[src/rtl/dac_il_pkg.sv]
package dac_il_pkg;
  typedef enum logic [1:0] {
    MODE_IL_2X = 2'b00,
    MODE_IL_1X = 2'b01,
    MODE_P1    = 2'b10,
    MODE_P2    = 2'b11
  } fe_mode_e;
endpackage

[src/rtl/dac_il_ctrl.sv]
module dac_il_ctrl
  import dac_il_pkg::*;
(
  input  logic     clk_i,
  input  logic     rst_ni,
  input  logic [1:0] mode_i,
  output fe_mode_e mode_o,
  output logic     phase_o,
  output logic     cap_o,
  output logic     vld_o
);
  fe_mode_e mode_q;
  logic     run_q, phase_q, vld_q;

  // Capture on every edge, except in mode 00 where only phase 0 edges capture.
  assign cap_o = run_q && ((mode_q != MODE_IL_2X) || !phase_q);

  always_ff @(posedge clk_i or negedge rst_ni) begin
    if (!rst_ni) begin
      mode_q  <= MODE_IL_2X;
      run_q   <= 1'b0;
      phase_q <= 1'b0;
      vld_q   <= 1'b0;
    end else begin
      if (!run_q) begin
        mode_q <= fe_mode_e'(mode_i);
        run_q  <= 1'b1;
      end
      if (run_q && mode_q == MODE_IL_2X) phase_q <= ~phase_q;
      if (cap_o) vld_q <= 1'b1;
    end
  end

  assign mode_o  = mode_q;
  assign phase_o = phase_q;
  assign vld_o   = vld_q;

  a_r2_mode_locked: assert property (@(posedge clk_i) disable iff (!rst_ni)
    (run_q && $past(run_q)) |-> (mode_q == $past(mode_q)));

  a_r3_phase_toggle: assert property (@(posedge clk_i) disable iff (!rst_ni)
    (run_q && mode_q == MODE_IL_2X) |=> (phase_q != $past(phase_q)));
endmodule

[src/rtl/dac_il_in_reg.sv]
module dac_il_in_reg #(
  parameter int unsigned DW = 14
) (
  input  logic          clk_i,
  input  logic          rst_ni,
  input  logic          en_i,
  input  logic [DW-1:0] d_i,
  output logic [DW-1:0] q_o
);
  logic [DW-1:0] q_q;

  always_ff @(posedge clk_i or negedge rst_ni) begin
    if (!rst_ni)   q_q <= '0;
    else if (en_i) q_q <= d_i;
  end

  assign q_o = q_q;

  a_r4_hold_idle: assert property (@(posedge clk_i) disable iff (!rst_ni)
    !en_i |=> $stable(q_q));
endmodule

[src/rtl/dac_il_out_stage.sv]
module dac_il_out_stage
  import dac_il_pkg::*;
#(
  parameter int unsigned DW = 14
) (
  input  logic          clk_i,
  input  logic          rst_ni,
  input  fe_mode_e      mode_i,
  input  logic          phase_i,
  input  logic          vld_i,
  input  logic [DW-1:0] a_i,
  input  logic [DW-1:0] b_i,
  output logic [DW-1:0] code_o,
  output logic [DW-1:0] late_o
);
  logic [DW-1:0] sel_d, late_d, code_q, late_q;
  logic          filled_q;

  always_comb begin
    late_d = '0;
    unique case (mode_i)
      MODE_IL_2X: sel_d = phase_i ? a_i : b_i;
      MODE_IL_1X: begin
        sel_d  = a_i;
        late_d = b_i;
      end
      MODE_P1:    sel_d = a_i;
      default:    sel_d = b_i;
    endcase
  end

  always_ff @(posedge clk_i or negedge rst_ni) begin
    if (!rst_ni) begin
      code_q   <= '0;
      late_q   <= '0;
      filled_q <= 1'b0;
    end else if (vld_i) begin
      code_q   <= sel_d;
      late_q   <= late_d;
      filled_q <= 1'b1;
    end
  end

  assign code_o = code_q;
  assign late_o = late_q;

  a_r3_port1_first: assert property (@(posedge clk_i) disable iff (!rst_ni)
    (mode_i == MODE_IL_2X && vld_i && phase_i) |=> (code_o == $past(a_i)));

  a_r5_late_port2: assert property (@(posedge clk_i) disable iff (!rst_ni)
    (mode_i == MODE_IL_1X && vld_i) |=> (late_o == $past(b_i)));

  a_r6_port1_only: assert property (@(posedge clk_i) disable iff (!rst_ni)
    (mode_i == MODE_P1 && vld_i) |=> (code_o == $past(a_i)));

  a_r7_port2_only: assert property (@(posedge clk_i) disable iff (!rst_ni)
    (mode_i == MODE_P2 && vld_i) |=> (code_o == $past(b_i)));

  a_r8_late_zero: assert property (@(posedge clk_i) disable iff (!rst_ni)
    (mode_i != MODE_IL_1X) |-> (late_o == '0));

  a_r9_zero_unfilled: assert property (@(posedge clk_i) disable iff (!rst_ni)
    !filled_q |-> (code_o == '0 && late_o == '0));
endmodule

[src/rtl/dac_interleave_fe.sv]
module dac_interleave_fe
  import dac_il_pkg::*;
#(
  parameter int unsigned DW = 14
) (
  input  logic          clk_i,
  input  logic          rst_ni,
  input  logic [1:0]    mode_i,
  input  logic [DW-1:0] port_a_i,
  input  logic [DW-1:0] port_b_i,
  output logic [DW-1:0] code_o,
  output logic [DW-1:0] code_late_o
);
  localparam int unsigned NPORT = 2;

  fe_mode_e      mode;
  logic          phase, cap, vld;
  logic [DW-1:0] port_d [NPORT];
  logic [DW-1:0] port_q [NPORT];

  assign port_d[0] = port_a_i;
  assign port_d[1] = port_b_i;

  dac_il_ctrl u_ctrl (
    .clk_i   (clk_i),
    .rst_ni  (rst_ni),
    .mode_i  (mode_i),
    .mode_o  (mode),
    .phase_o (phase),
    .cap_o   (cap),
    .vld_o   (vld)
  );

  for (genvar p = 0; p < NPORT; p++) begin : g_port
    dac_il_in_reg #(.DW(DW)) u_in (
      .clk_i  (clk_i),
      .rst_ni (rst_ni),
      .en_i   (cap),
      .d_i    (port_d[p]),
      .q_o    (port_q[p])
    );
  end

  dac_il_out_stage #(.DW(DW)) u_out (
    .clk_i   (clk_i),
    .rst_ni  (rst_ni),
    .mode_i  (mode),
    .phase_i (phase),
    .vld_i   (vld),
    .a_i     (port_q[0]),
    .b_i     (port_q[1]),
    .code_o  (code_o),
    .late_o  (code_late_o)
  );

  a_r1_reset_zero: assert property (@(posedge clk_i)
    !rst_ni |-> (code_o == '0 && code_late_o == '0));
endmodule

[config.mk]
export PLATFORM = sky130hd
export DESIGN_NAME = dac_interleave_fe
export DESIGN_NICKNAME = d
export VERILOG_FILES = /design/src/rtl/dac_il_pkg.sv /design/src/rtl/dac_il_ctrl.sv /design/src/rtl/dac_il_in_reg.sv /design/src/rtl/dac_il_out_stage.sv /design/src/rtl/dac_interleave_fe.sv
export SDC_FILE = /design/constraint.sdc
export NUM_CORES = 1
export LEC_CHECK = 0
export BUFFER_PORTS_ARGS = -buffer_cell sky130_fd_sc_hd__buf_2
export CORE_ASPECT_RATIO = 0.5
export CORE_MARGIN = 10
export CORE_UTILIZATION = 25
export CTS_CLUSTER_SIZE = 12
export DETAILED_ROUTE_END_ITERATION = 6
export GPL_ROUTABILITY_DRIVEN = 0
export GPL_TIMING_DRIVEN = 0
export SYNTH_ARGS = -nofsm -noshare
export SYNTH_HDL_FRONTEND = slang
export SYNTH_HIERARCHICAL = 1
export SYNTH_SLANG_ARGS = --single-unit
export TNS_END_PERCENT = 5
[constraint.sdc]
create_clock -name clk_i -period 1.89 [get_ports clk_i]
set_clock_uncertainty 0.1 [all_clocks]
set_input_delay 0.189 -clock clk_i [delete_from_list [all_inputs] [get_ports clk_i]]
set_output_delay 0.189 -clock clk_i [all_outputs]
set_load 0.02 [all_outputs]
# Yosys cells after proc, flatten, opt, wreduce, memory -nomap -nowiden
# Cells that the tools add are included.
dict set report op_classes {
  eq_ne 2
  muxes 3
  bitwise 1
  n_reduce_logical 7
}
# cell n
set ops {}
lappend ops {{$mux 14} 2}
lappend ops {{$pmux 14 s2} 1}
lappend ops {{$eq 2x1->1 const B} 1}
lappend ops {{$eq 2x2->1 const B} 1}
lappend ops {{$logic_and 1x1->1} 2}
lappend ops {{$logic_not 2->1} 1}
lappend ops {{$reduce_bool 2->1} 1}
lappend ops {{$reduce_or 2->1} 1}
lappend ops {{$logic_not 1->1} 1}
lappend ops {{$logic_or 1x1->1} 1}
lappend ops {{$not 1->1} 1}
dict set report totals {
  register_bits 61
  output_inout_bits 28
  word_cells 21
}

# Longest topological paths before layout
dict set report depth {
  depth_word 3
  mapped_depth 6
  ltp_nobuf 5
}

# Modules after synthesis
# The synthesis kept the hierarchy.
# module n_inst cells_each area_each_um2 seq_area_each_um2
set by_module_without_submodules {}
lappend by_module_without_submodules {dac_il_out_stage 1 116 1321.3 700.7}
lappend by_module_without_submodules {dac_il_in_reg 2 29 519.2 350.3}
lappend by_module_without_submodules {dac_il_ctrl 1 13 190.2 125.1}

# Least setup slack after synthesis
# OpenSTA, ideal clock, no wires.
dict set report synth_path {
  path_kind {register -> register}
  start {register u_ctrl.mode_q[0], in the netlist u_ctrl/mode_o[0]}
  end {register g_port[0].u_in.q_q[10]}
  setup_ns 0.125
  t_arrival_ns 1.502
  slack_ns 0.164
  stages_incl_launch_ff 5
  path_buffers 1
  period_less_slack_ns 1.726
  cell_sequence {dfrtp_1 -> or3b_1 -> and2_1 -> buf_6 -> mux2_2}
}
dict set report synth_via {
  elab_chain_len 3
}
# element line
set synth_lines {}
lappend synth_lines {{start: declaration} dac_il_ctrl.sv:12} ;# fe_mode_e mode_q;
lappend synth_lines {{start signal: assignment} dac_il_ctrl.sv:26} ;# mode_q <= fe_mode_e'(mode_i);
lappend synth_lines {{$reduce_bool 2->1} dac_il_ctrl.sv:16} ;# assign cap_o = run_q && ((mode_q != MODE_IL_2X) || !phase_q);
lappend synth_lines {{$logic_or 1x1->1} dac_il_ctrl.sv:16}
lappend synth_lines {{$logic_and 1x1->1} dac_il_ctrl.sv:16}
lappend synth_lines {{net cap} dac_interleave_fe.sv:17} ;# logic phase, cap, vld;
lappend synth_lines {{end signal: assignment} dac_il_in_reg.sv:14} ;# else if (en_i) q_q <= d_i;
lappend synth_lines {{end: declaration} dac_il_in_reg.sv:10} ;# logic [DW-1:0] q_q;
# The timed path passes the listed nets, and every way through them passes these cells.
# A chain may end at the register's enable or synchronous reset.

# Worst setup path after layout
dict set report layout_path {
  start {register u_ctrl.mode_q[0], in the netlist u_ctrl/mode_o[0]}
  end {register g_port[1].u_in.q_q[9]}
}
dict set report layout_via {
  elab_chain_len 3
}
# element line
set layout_lines {}
lappend layout_lines {{$reduce_bool 2->1} dac_il_ctrl.sv:16}
lappend layout_lines {{$logic_or 1x1->1} dac_il_ctrl.sv:16}
lappend layout_lines {{$logic_and 1x1->1} dac_il_ctrl.sv:16}
lappend layout_lines {{net cap} dac_interleave_fe.sv:17}
lappend layout_lines {{end signal: assignment} dac_il_in_reg.sv:14}
lappend layout_lines {{end: declaration} dac_il_in_reg.sv:10}
# The timed path passes the listed nets, and every way through them passes these cells.

==> results.md <==
- The detailed router's first-iteration violation count is 85.
- The worst slew slack as a fraction of its limit is 50.3%.
- TritonCTS built the clock tree.
- The worst hold margin is 6.66 ps.
- The measured slew at the worst slew-check pin is 746 ps.
- Of the synthesized area, sequential elements account for 59.9%.
- Summed over all nets, wire length on met3 after detailed routing comes to 129 um.
- The later pin in the worst-skew pair is clocked with a latency of 320 ps.
- The overall routing resource usage is 8.41%.
- STA puts the critical path data required time at 1990 ps.
- The slowest cell on the critical path is sky130_fd_sc_hd__dfrtp_1.
- The number of diodes is 0.
- The post-synthesis register bit count is 61.
- The total number of H-tree levels is 3.
- The area inside the core boundary is 9700 um2.
- The die outline width is 163 um.
- The net switching share of the total power is 27.6%.
- After detailed routing, the average wire length per cell comes to 14.5 um.
- The power share of the clock group is 38.6%.
- The worst ir drop on vdd is 0.579 mV.
- The minimum clock period is 1730 ps.
- The overall power after layout is 0.00426 W.
- The root buffer cell chosen for the clock tree is sky130_fd_sc_hd__clkbuf_16.
- In this run the core area contains 25 standard-cell rows.
- The post-route fraction of the period consumed by the critical path is 91.5%.
- In this run the static leakage power is 1.69 nW.
- Counting every net in the synthesized netlist gives 222.
- The run finished with clean final reports.
- The part of the power in registers is 40.8%.
- Once detailed placement completed, the half-perimeter wirelength came to 4620 um.
- Combinational cells account for 20.5% of the total power.
- Dividing total power by cell area gives a power density of 1220 nW/um2.
- The path class of the tightest hold or removal check is input pin to flip-flop.
- The design internal power is 0.00309 W.
- Setup violations remaining at the end of the flow were counted as 0.
- The length of the first detailed-routing pass in iterations is 4.
- The wire length on met2 is 3290 um.
- No sink is reached through more buffers than the 2 on the longest clock path.
- The count of clock tree sinks is 61.
- The design area is 3490 um2.
- The nature of the critical path endpoint is a flip-flop.
- The vertical extent of the die is 91.4 um.
- The remaining global-route overflow is 0.
- The total routed wirelength is 5970 um.
- Once placement finished, the instance area stood at 3010 um2.
- The reported net switching power is 0.00118 W.
- Compared with the post-synthesis result, the final layout area differs by 36.9%.
- The initial utilization of the core area, before any placement, comes to 26.3%.
- The via count of the first global-routing pass is 1916.
- Setup repair after global routing left no endpoint under its margin.
- The kind of start point of the critical path is a flip-flop.
- The number of antenna violations at the first check in global routing is 0.
- The mapped cell area is 2550 um2.
- The hold violation total from the final report is 0.
- The final-report max-slew violation count is 0.
- The top cell types in the final layout, fill and taps aside, are sky130_fd_sc_hd__dfrtp_1, sky130_fd_sc_hd__buf_2, sky130_fd_sc_hd__mux2_2.
- The number of distinct standard cells referenced by the synthesized netlist is 22.
- The cell family with the largest share of critical-path delay is simple AND/OR/NAND/NOR gates.
- The total vias in the final route is 1697.
- The via density per instance is 4.11.
- The leading cell type in the layout, fill and taps excluded is sky130_fd_sc_hd__dfrtp_1.
- The post-synthesis cell count is 187.
- The number of remaining DRC errors is 0.
- For this run, the slowest stage of the critical path takes 430 ps.
- TritonCTS created 9 clock buffers.
- The highest metal layer with signal wires is met4.
- The top-level I/O count is 60.
- The count of buffers added on input and output ports is 59.
- The number of warnings reported in the yosys synthesis log is 6.
- The wire length on met1 is 2470 um.
- The full die area is 14900 um2.
- The global-route wire length before repair is 9830 um.
- Along the worst path, the maximum fanout reaches 10.
- The worst setup path category is flip-flop to flip-flop.
- Max-cap violations in this run came to 0.
- The final layout net count is 308.
- The data arrival time of the critical path is 1830 ps.
- Averaged over all synthesized cells, the footprint is 13.6 um2.
- Traced cell by cell, the critical path runs through or3b_1 > and2_4 > buf_6 > mux2_2.
- Of the cells placed in the final design, the portion with a size suffix greater than 1 is 42.8%.
- The maximum operating frequency is 578 MHz.
- Entering global routing, the biggest net connects 62 pins.
- After clock tree synthesis, the clock-pin slew on the worst setup and hold paths is 50 ps.
- Counting both buffers and inverters, the worst setup path holds a total of 1.
- The count of nets left with antenna violations once routing finished came out at 0.
per-layer routing:
layer | track usage, % | vias to the layer above
li1 | - | 829
met3 | 2.43 | 8
met2 | 15.5 | 23
met4 | 3.73 | 0
met5 | 0 | -
met1 | 8.72 | 837
flip-flops by register name, summed over array words and instances, names as in the netlist:
register         flops
u_ctrl/mode_o        2
u_ctrl/phase_o       1
u_ctrl/vld_o         1
u_out/code_o        14
g_port.u_in/q_o     28
u_out/late_o        14
u_ctrl/run_q         1
cell usage after synthesis (all sizes together):
library cell | n | area [um2]
a21o | 1 | 7.51
a21oi | 2 | 25.0
and2 | 1 | 6.26
buf | 9 | 85.1
clkbuf | 1 | 3.75
conb | 1 | 3.75
dfrtp | 61 | 1530
ha | 3 | 37.5
inv | 17 | 63.8
mux2 | 30 | 338
mux2i | 14 | 140
nand2b | 1 | 13.8
nand3 | 14 | 70.1
nor2 | 1 | 11.3
nor3b | 1 | 7.51
o21ai | 14 | 70.1
o2bb2ai | 14 | 123
or3b | 1 | 8.76
xor2 | 1 | 8.76
metrics by stage:
stage | setup TNS (ps) | setup slack (ps) | std cells | utilization [%]
2_1_floorplan | 0 | 164 | 187 | -
3_3_place_gp | 0 | 18.3 | 381 | 31.1
3_5_place_dp | -219 | -29.3 | 381 | 31.1
4_1_cts | 0 | 53.3 | 409 | 35.5
5_1_grt | 0 | 85.9 | 413 | 36.0
6_report | 0 | 160 | 413 | 36.0
power groups by stage:
| stage | Combinational, W | Sequential, W | Clock (W) |
|---|---|---|---|
| after global routing | 0.000952 | 0.00178 | 0.00174 |
| after floorplan | 0.000411 | 0.00188 | 0 |
| after global placement | 0.000827 | 0.00175 | 0 |
| after detailed placement | 0.000857 | 0.00176 | 0 |
| final | 0.000875 | 0.00174 | 0.00165 |
| after CTS | 0.000883 | 0.00174 | 0.00168 |
path summary, 6_finish.rpt:
path                       slack [ps]                endpoint  cells after the start              startpoint
max in group asynchronous         820   g_port[0].u_in/q_o[9]                      2                  rst_ni
min                                 7   g_port[0].u_in/q_o[0]                      2             port_a_i[0]
max                               160   g_port[1].u_in/q_o[9]                      4        u_ctrl/mode_o[0]
max reg2reg                       160   g_port[1].u_in/q_o[9]                      4        u_ctrl/mode_o[0]
min reg2reg                       390        u_out/code_o[13]                      1  g_port[0].u_in/q_o[13]
min in group asynchronous         380  g_port[0].u_in/q_o[13]                      2                  rst_ni
timing repair:
item | 4_1_cts | 5_1_grt
cloned | 0 | 0
setup buffers | 0 | 0
setup endpoints to repair | 20 | 6
resized for setup | 1 | 1
endpoints found under the hold margin | 12 | 64
hold buffers | 12 | 4
kinds of logic after synthesis:
family / count (synthesis) / synth area share [%]
compound gates: 31 / 8.83
buf+inv: 27 / 5.99
other cells: 1 / 0.147
mux: 44 / 18.7
xor+xnor: 1 / 0.344
flops: 61 / 59.9
simple gates: 19 / 4.61
fa+ha+maj: 3 / 1.47
area by class of cell:
type | count | area, um2
Clock inverter | 4 | 45.0
Inverter | 17 | 63.8
Clock buffer | 12 | 267
Tap cell | 135 | 169
Sequential cell | 61 | 1530
Fill cell | 962 | 6210
Buffer | 10 | 88.8
Timing Repair Buffer | 75 | 458
Multi-Input combinational cell | 99 | 873
Note: power is estimated with default switching activity, not from simulation.
